==> config.mk <==
export PLATFORM = sky130hd
export DESIGN_NAME = const_verify_cam
export DESIGN_NICKNAME = d
export VERILOG_FILES = /design/src/rtl/cvu_pkg.sv /design/src/rtl/cvu_match.sv /design/src/rtl/cvu_alloc.sv /design/src/rtl/const_verify_cam.sv
export SDC_FILE = /design/constraint.sdc
export NUM_CORES = 2
export LEC_CHECK = 0
export BUFFER_PORTS_ARGS = -buffer_cell sky130_fd_sc_hd__buf_2
export CORE_MARGIN = 4
export CORE_UTILIZATION = 41
export DETAILED_ROUTE_END_ITERATION = 7
export GPL_ROUTABILITY_DRIVEN = 0
export SLEW_MARGIN = 30
export SYNTH_ARGS = -nofsm -noshare
export SYNTH_HDL_FRONTEND = slang
export SYNTH_HIERARCHICAL = 1
export SYNTH_SLANG_ARGS = --single-unit
==> constraint.sdc <==
create_clock -name clk_i -period 8.1 [get_ports clk_i]
set_input_delay 0 -clock clk_i [delete_from_list [all_inputs] [get_ports clk_i]]
set_output_delay 0 -clock clk_i [all_outputs]
set_load 0.005 [all_outputs]
==> src/rtl/cvu_pkg.sv <==
`timescale 1ns/1ps
package cvu_pkg;
  localparam int unsigned CVU_ADDR_W  = 32;
  localparam int unsigned CVU_IDX_W   = 10;
  localparam int unsigned CVU_ENTRIES = 32;

  typedef enum logic [1:0] {
    INS_IDLE,
    INS_REFRESH,
    INS_FILL,
    INS_EVICT
  } ins_kind_e;
endpackage

==> src/rtl/cvu_match.sv <==
`timescale 1ns/1ps
module cvu_match #(
  parameter int unsigned ENTRIES = 32,
  parameter int unsigned ADDR_W  = 32,
  parameter int unsigned IDX_W   = 10
) (
  input  logic [ENTRIES-1:0]             valid_i,
  input  logic [ENTRIES-1:0][ADDR_W-1:0] addr_i,
  input  logic [ENTRIES-1:0][IDX_W-1:0]  idx_i,
  input  logic [ADDR_W-1:0]              srch_addr_i,
  input  logic [IDX_W-1:0]               srch_idx_i,
  input  logic [ADDR_W-1:0]              ins_addr_i,
  input  logic [IDX_W-1:0]               ins_idx_i,
  input  logic [ADDR_W-1:0]              st_addr_i,
  output logic [ENTRIES-1:0]             srch_hit_o,
  output logic [ENTRIES-1:0]             ins_hit_o,
  output logic [ENTRIES-1:0]             st_hit_o
);
  localparam int unsigned KEY_W = ADDR_W + IDX_W;

  logic [KEY_W-1:0] srch_key, ins_key;
  assign srch_key = {srch_addr_i, srch_idx_i};
  assign ins_key  = {ins_addr_i, ins_idx_i};

  for (genvar g = 0; g < ENTRIES; g++) begin : g_ent
    logic [KEY_W-1:0] ent_key;
    assign ent_key       = {addr_i[g], idx_i[g]};
    assign srch_hit_o[g] = valid_i[g] && (ent_key == srch_key);
    assign ins_hit_o[g]  = valid_i[g] && (ent_key == ins_key);
    // store snoop compares the address field only
    assign st_hit_o[g]   = valid_i[g] && (addr_i[g] == st_addr_i);
  end
endmodule

==> src/rtl/cvu_alloc.sv <==
`timescale 1ns/1ps
module cvu_alloc #(
  parameter int unsigned ENTRIES = 32
) (
  input  logic               clk_i,
  input  logic               rst_ni,
  input  logic [ENTRIES-1:0] valid_i,
  input  logic               req_i,
  output logic [ENTRIES-1:0] slot_o,
  output logic               evict_o
);
  localparam int unsigned PTR_W = (ENTRIES > 1) ? $clog2(ENTRIES) : 1;
  localparam logic [PTR_W-1:0] PTR_LAST = PTR_W'(ENTRIES - 1);

  logic [PTR_W-1:0]   rr_q;
  logic [ENTRIES-1:0] free_oh, victim_oh;
  logic               full, found;

  assign full = &valid_i;

  always_comb begin
    free_oh = '0;
    found   = 1'b0;
    for (int i = 0; i < ENTRIES; i++) begin
      if (!valid_i[i] && !found) begin
        free_oh[i] = 1'b1;
        found      = 1'b1;
      end
    end
  end

  assign victim_oh = {{(ENTRIES-1){1'b0}}, 1'b1} << rr_q;
  assign slot_o    = full ? victim_oh : free_oh;
  assign evict_o   = req_i && full;

  always_ff @(posedge clk_i or negedge rst_ni) begin
    if (!rst_ni)      rr_q <= '0;
    else if (evict_o) rr_q <= (rr_q == PTR_LAST) ? '0 : rr_q + 1'b1;
  end

  a_r8_slot_onehot: assert property (@(posedge clk_i) disable iff (!rst_ni)
    req_i |-> $onehot(slot_o));

  a_r7_free_first: assert property (@(posedge clk_i) disable iff (!rst_ni)
    (req_i && !full) |-> ((slot_o & valid_i) == '0));

  a_r8_rr_advance: assert property (@(posedge clk_i) disable iff (!rst_ni)
    evict_o |=> (rr_q == (($past(rr_q) == PTR_LAST) ? '0 : $past(rr_q) + 1'b1)));

  a_r8_rr_hold: assert property (@(posedge clk_i) disable iff (!rst_ni)
    !evict_o |=> $stable(rr_q));
endmodule

==> src/rtl/const_verify_cam.sv <==
`timescale 1ns/1ps
module const_verify_cam
  import cvu_pkg::*;
#(
  parameter int unsigned ADDR_W  = CVU_ADDR_W,
  parameter int unsigned IDX_W   = CVU_IDX_W,
  parameter int unsigned ENTRIES = CVU_ENTRIES
) (
  input  logic              clk_i,
  input  logic              rst_ni,
  input  logic              ins_valid_i,
  input  logic [ADDR_W-1:0] ins_addr_i,
  input  logic [IDX_W-1:0]  ins_idx_i,
  input  logic              srch_valid_i,
  input  logic [ADDR_W-1:0] srch_addr_i,
  input  logic [IDX_W-1:0]  srch_idx_i,
  input  logic              st_valid_i,
  input  logic [ADDR_W-1:0] st_addr_i,
  output logic              hit_o,
  output logic              demote_o
);
  logic [ENTRIES-1:0]             valid_q;
  logic [ENTRIES-1:0][ADDR_W-1:0] addr_q;
  logic [ENTRIES-1:0][IDX_W-1:0]  idx_q;

  logic [ENTRIES-1:0] srch_hit_vec, ins_hit_vec, st_hit_vec;
  logic [ENTRIES-1:0] kill_vec, live_vec, slot_vec, write_vec;
  logic               ins_block, ins_dup, alloc_req, evict;
  ins_kind_e          ins_kind;

  cvu_match #(.ENTRIES(ENTRIES), .ADDR_W(ADDR_W), .IDX_W(IDX_W)) u_match (
    .valid_i     (valid_q),
    .addr_i      (addr_q),
    .idx_i       (idx_q),
    .srch_addr_i (srch_addr_i),
    .srch_idx_i  (srch_idx_i),
    .ins_addr_i  (ins_addr_i),
    .ins_idx_i   (ins_idx_i),
    .st_addr_i   (st_addr_i),
    .srch_hit_o  (srch_hit_vec),
    .ins_hit_o   (ins_hit_vec),
    .st_hit_o    (st_hit_vec)
  );

  // same-cycle store beats a search on the entries it hits
  assign kill_vec = {ENTRIES{st_valid_i}} & st_hit_vec;
  assign live_vec = srch_hit_vec & ~kill_vec;
  assign hit_o    = srch_valid_i && (|live_vec);
  assign demote_o = srch_valid_i && !(|live_vec);

  assign ins_block = ins_valid_i && st_valid_i && (st_addr_i == ins_addr_i);
  assign ins_dup   = |ins_hit_vec;
  assign alloc_req = ins_valid_i && !ins_block && !ins_dup;

  cvu_alloc #(.ENTRIES(ENTRIES)) u_alloc (
    .clk_i   (clk_i),
    .rst_ni  (rst_ni),
    .valid_i (valid_q),
    .req_i   (alloc_req),
    .slot_o  (slot_vec),
    .evict_o (evict)
  );

  assign write_vec = {ENTRIES{alloc_req}} & slot_vec;

  always_comb begin
    if (!ins_valid_i || ins_block) ins_kind = INS_IDLE;
    else if (ins_dup)              ins_kind = INS_REFRESH;
    else if (evict)                ins_kind = INS_EVICT;
    else                           ins_kind = INS_FILL;
  end

  always_ff @(posedge clk_i or negedge rst_ni) begin
    if (!rst_ni) begin
      valid_q <= '0;
      addr_q  <= '0;
      idx_q   <= '0;
    end else begin
      for (int e = 0; e < ENTRIES; e++) begin
        if (write_vec[e]) begin
          valid_q[e] <= 1'b1;
          addr_q[e]  <= ins_addr_i;
          idx_q[e]   <= ins_idx_i;
        end else if (kill_vec[e]) begin
          valid_q[e] <= 1'b0;
        end
      end
    end
  end

  a_r5_store_beats_search: assert property (@(posedge clk_i) disable iff (!rst_ni)
    (st_valid_i && srch_valid_i && (st_addr_i == srch_addr_i)) |-> (demote_o && !hit_o));

  a_r3_insert_visible: assert property (@(posedge clk_i) disable iff (!rst_ni)
    (ins_valid_i && !ins_block) |=>
      (!(srch_valid_i && (srch_addr_i == $past(ins_addr_i)) && (srch_idx_i == $past(ins_idx_i))
         && !(st_valid_i && (st_addr_i == srch_addr_i))) || hit_o));

  a_r4_store_clears: assert property (@(posedge clk_i) disable iff (!rst_ni)
    st_valid_i |=> !(hit_o && (srch_addr_i == $past(st_addr_i))));

  a_r9_insert_dropped: assert property (@(posedge clk_i) disable iff (!rst_ni)
    ins_block |=> !(hit_o && (srch_addr_i == $past(ins_addr_i))));

  a_r6_no_duplicate: assert property (@(posedge clk_i) disable iff (!rst_ni)
    ins_valid_i |-> ($countones(ins_hit_vec) <= 1));

  a_r7_fill_not_full: assert property (@(posedge clk_i) disable iff (!rst_ni)
    (ins_kind == INS_FILL) |-> !(&valid_q));
endmodule

==> flow_summary.yaml <==
status:
  status: "complete, but fails checks"
  violations: "DRC"
timing:
  setup_viol: 0
  fin_hold_ws_ns: 0.0530
  timing.final.crit_period_ns: 5.65
  timing_max_transition_violations_final: 0
  fmax_mhz: 177
  min_period_over_period_pct: 69.7
  rsz0062_at_grt: "false"
  fin_worst_skew_ns: 0.0666
  hold_viol: 0
  fin_tns_setup_ns: 0
  slew_headroom_pct: 19.1
  worstMarginPinSlew_ns: 1.20
floorplan:
  die_area_sq_mm: 0.248
  core_area_sq_mm: 0.239
  rows: 179
  initial_utilization_pct: 41.3
  io_pins: 123
  die_w_um: 498
  die_y_um: 498
power:
  p_leak_nw: 49.5
  comb_power_share_pct: 27.6
  switchingPower_mw: 8.99
  power.density_mw_per_mm2: 229
  peakVddDrop_uv: 223
  pwr-share-seq_pct: 40.5
  internal_power_mw: 15.7
  p_clk_share_pct: 31.8
  swShare_pct: 36.5
layout:
  drive_gt1_share_pct: 22.0
  multi_input_area_sq_mm: 0.0590
  nNetsFinal: 9005
  mostFrequentLayoutCell: "xor2_1"
  seq_area_sq_mm: 0.0346
  final_cell_mix: "xor2_1, dfrtp_1, mux2_2"
  fillCellCount: 22233
  syn_to_final_growth_pct: 9.04
global_routing:
  grt_pass1_vias: 77941
  grt_start_max_net_pins: 171
  grt_antenna_before_repair: 32
  grt_remaining_overflow: 0
  grt_first_pass_wirelength_mm: 652
  grt_usage_pct: 37.4
clock_tree:
  clk_latency_ns: 0.89
  cts_tree: "built"
  cts-buffers-inserted: 159
  ctsResizeCount: 0
  cts_root_buf: "clkbuf_16"
  h-tree-depth: 4
  post_cts.repair.setup_buffers: 0
  clock_sinks: 1381
  clock_path_buffers: 3
  clkTransAtPathRegs_ns: 0.06
route:
  route.detailed.drc: 2
  vias: 80777
  finalWirelength_mm: 483
  drtPass1Iterations: 8
  via_per_inst: 6.63
  wl_per_cell_um: 39.6
  ant_nets: 0
  first_iter_violations: 13004
setup_path:
  cpMaxStageDelayCell: "nor4_1"
  start_kind: "input pin"
  crit_path_frequent_cell: "buf_4"
  endpoint_kind: "flip-flop"
  cp_max_fo: 43
  critPathMaxStageDelay_ns: 0.89
  timing.critical_path.cells: "dlygate4sd3_1 -> buf_4 -> buf_4 -> buf_4 -> xor2_1 -> nor4_1 -> nand4_1 -> nor4_1 -> nor4_1 -> buf_4 -> nand2_1 -> nor4_4 -> buf_4 -> o311ai_4 -> buf_4 -> mux2_2"
  crit_arrival_ns: 6.39
  cp.required_ns: 8.84
  crit_type: "input pin to flip-flop"
yosys:
  synth_nets: 9135
  yosys_warnings: 6
  syn_area_sq_mm: 0.0985
  syn_inst: 9007
  synth_area_per_cell_sq_um: 10.9
placed_design:
  portBuffers: 122
  dp_hpwl_mm: 294
job:
  maxCapViolCount: 0
worst_hold_path:
  hold_class: "input pin to flip-flop"
[layer usage]
layer | up-vias | GRT usage, % | part of all wire (%)
met1 | 40392 | 45.9 | 35
met3 | 2510 | 13.9 | 15
li1 | 30721 | - | -
met5 | - | 0.270 | 0.050
met2 | 7130 | 51.9 | 39
met4 | 24 | 30.9 | 11
[critical path, delay by kind of cell]
kind | cells | cell delay (ns)
AND/OR/NAND/NOR | 6 | 1.59
multiplexers | 1 | 0.35
XOR/XNOR | 1 | 0.24
buffers and inverters | 7 | 3.67
AO/OA/AOI/OAI | 1 | 0.32
[per-stage QoR]
step                worst slack [ns]  util [%]  cells  area (sq um)  power (mW)
floorplan                       4.99         -   9007         98500        14.2
global placement                1.81      42.4  11829        101000        16.3
detailed placement              2.73      42.5  11832        101000        16.5
CTS                             3.03      45.0  12168        107000        24.3
global route                    2.71      45.0  12173        107000        25.3
finish                          2.45      45.0  12190        107000        24.7
[final cells by class]
| class | instances | area share [%] |
|---|---|---|
| multi-input combinational | 6799 | 54.9 |
| sequential | 1381 | 32.2 |
| clock buffer | 231 | 4.34 |
| timing repair buffer | 448 | 3.74 |
| tap | 3167 | 3.69 |
| clock inverter | 58 | 0.812 |
| inverter | 88 | 0.307 |
| antenna | 18 | 0.0419 |
[sequential cells by signal, summed over array words and instances (netlist names)]
register	flops
valid_q	32
addr_q	1024
idx_q	320
u_alloc/rr_q	5
[power groups by stage]
stage / sequential, mW / clock, mW / combinational (mW)
4_1_cts: 9.92 / 7.87 / 6.52
6_report: 9.99 / 7.85 / 6.81
3_5_place_dp: 10.0 / 0 / 6.45
5_1_grt: 10.1 / 8.13 / 7.06
2_1_floorplan: 9.45 / 0 / 4.73
3_3_place_gp: 10.0 / 0 / 6.34
[path summary, 6_finish.rpt]
path | startpoint | endpoint | slack [ns] | cells after the start
max reg2reg | addr_q[504]$_DFFE_PN0P_ | addr_q[363]$_DFFE_PN0P_ | 3.19 | 12
min in group asynchronous | rst_ni | addr_q[374]$_DFFE_PN0P_ | 0.42 | 4
max in group asynchronous | rst_ni | idx_q[161]$_DFFE_PN0P_ | 6.08 | 6
max | ins_addr_i[0] | addr_q[363]$_DFFE_PN0P_ | 2.45 | 16
min | st_addr_i[2] | valid_q[6]$_DFFE_PN0P_ | 0.05 | 7
min reg2reg | idx_q[307]$_DFFE_PN0P_ | idx_q[307]$_DFFE_PN0P_ | 0.57 | 1
[repair_timing]
action / 4_1_cts / 5_1_grt
hold buffers: 47 / 0
setup endpoints to repair: 0 / 0
hold endpoints to repair: 827 / 0
Power figures use the tool's default switching activity.
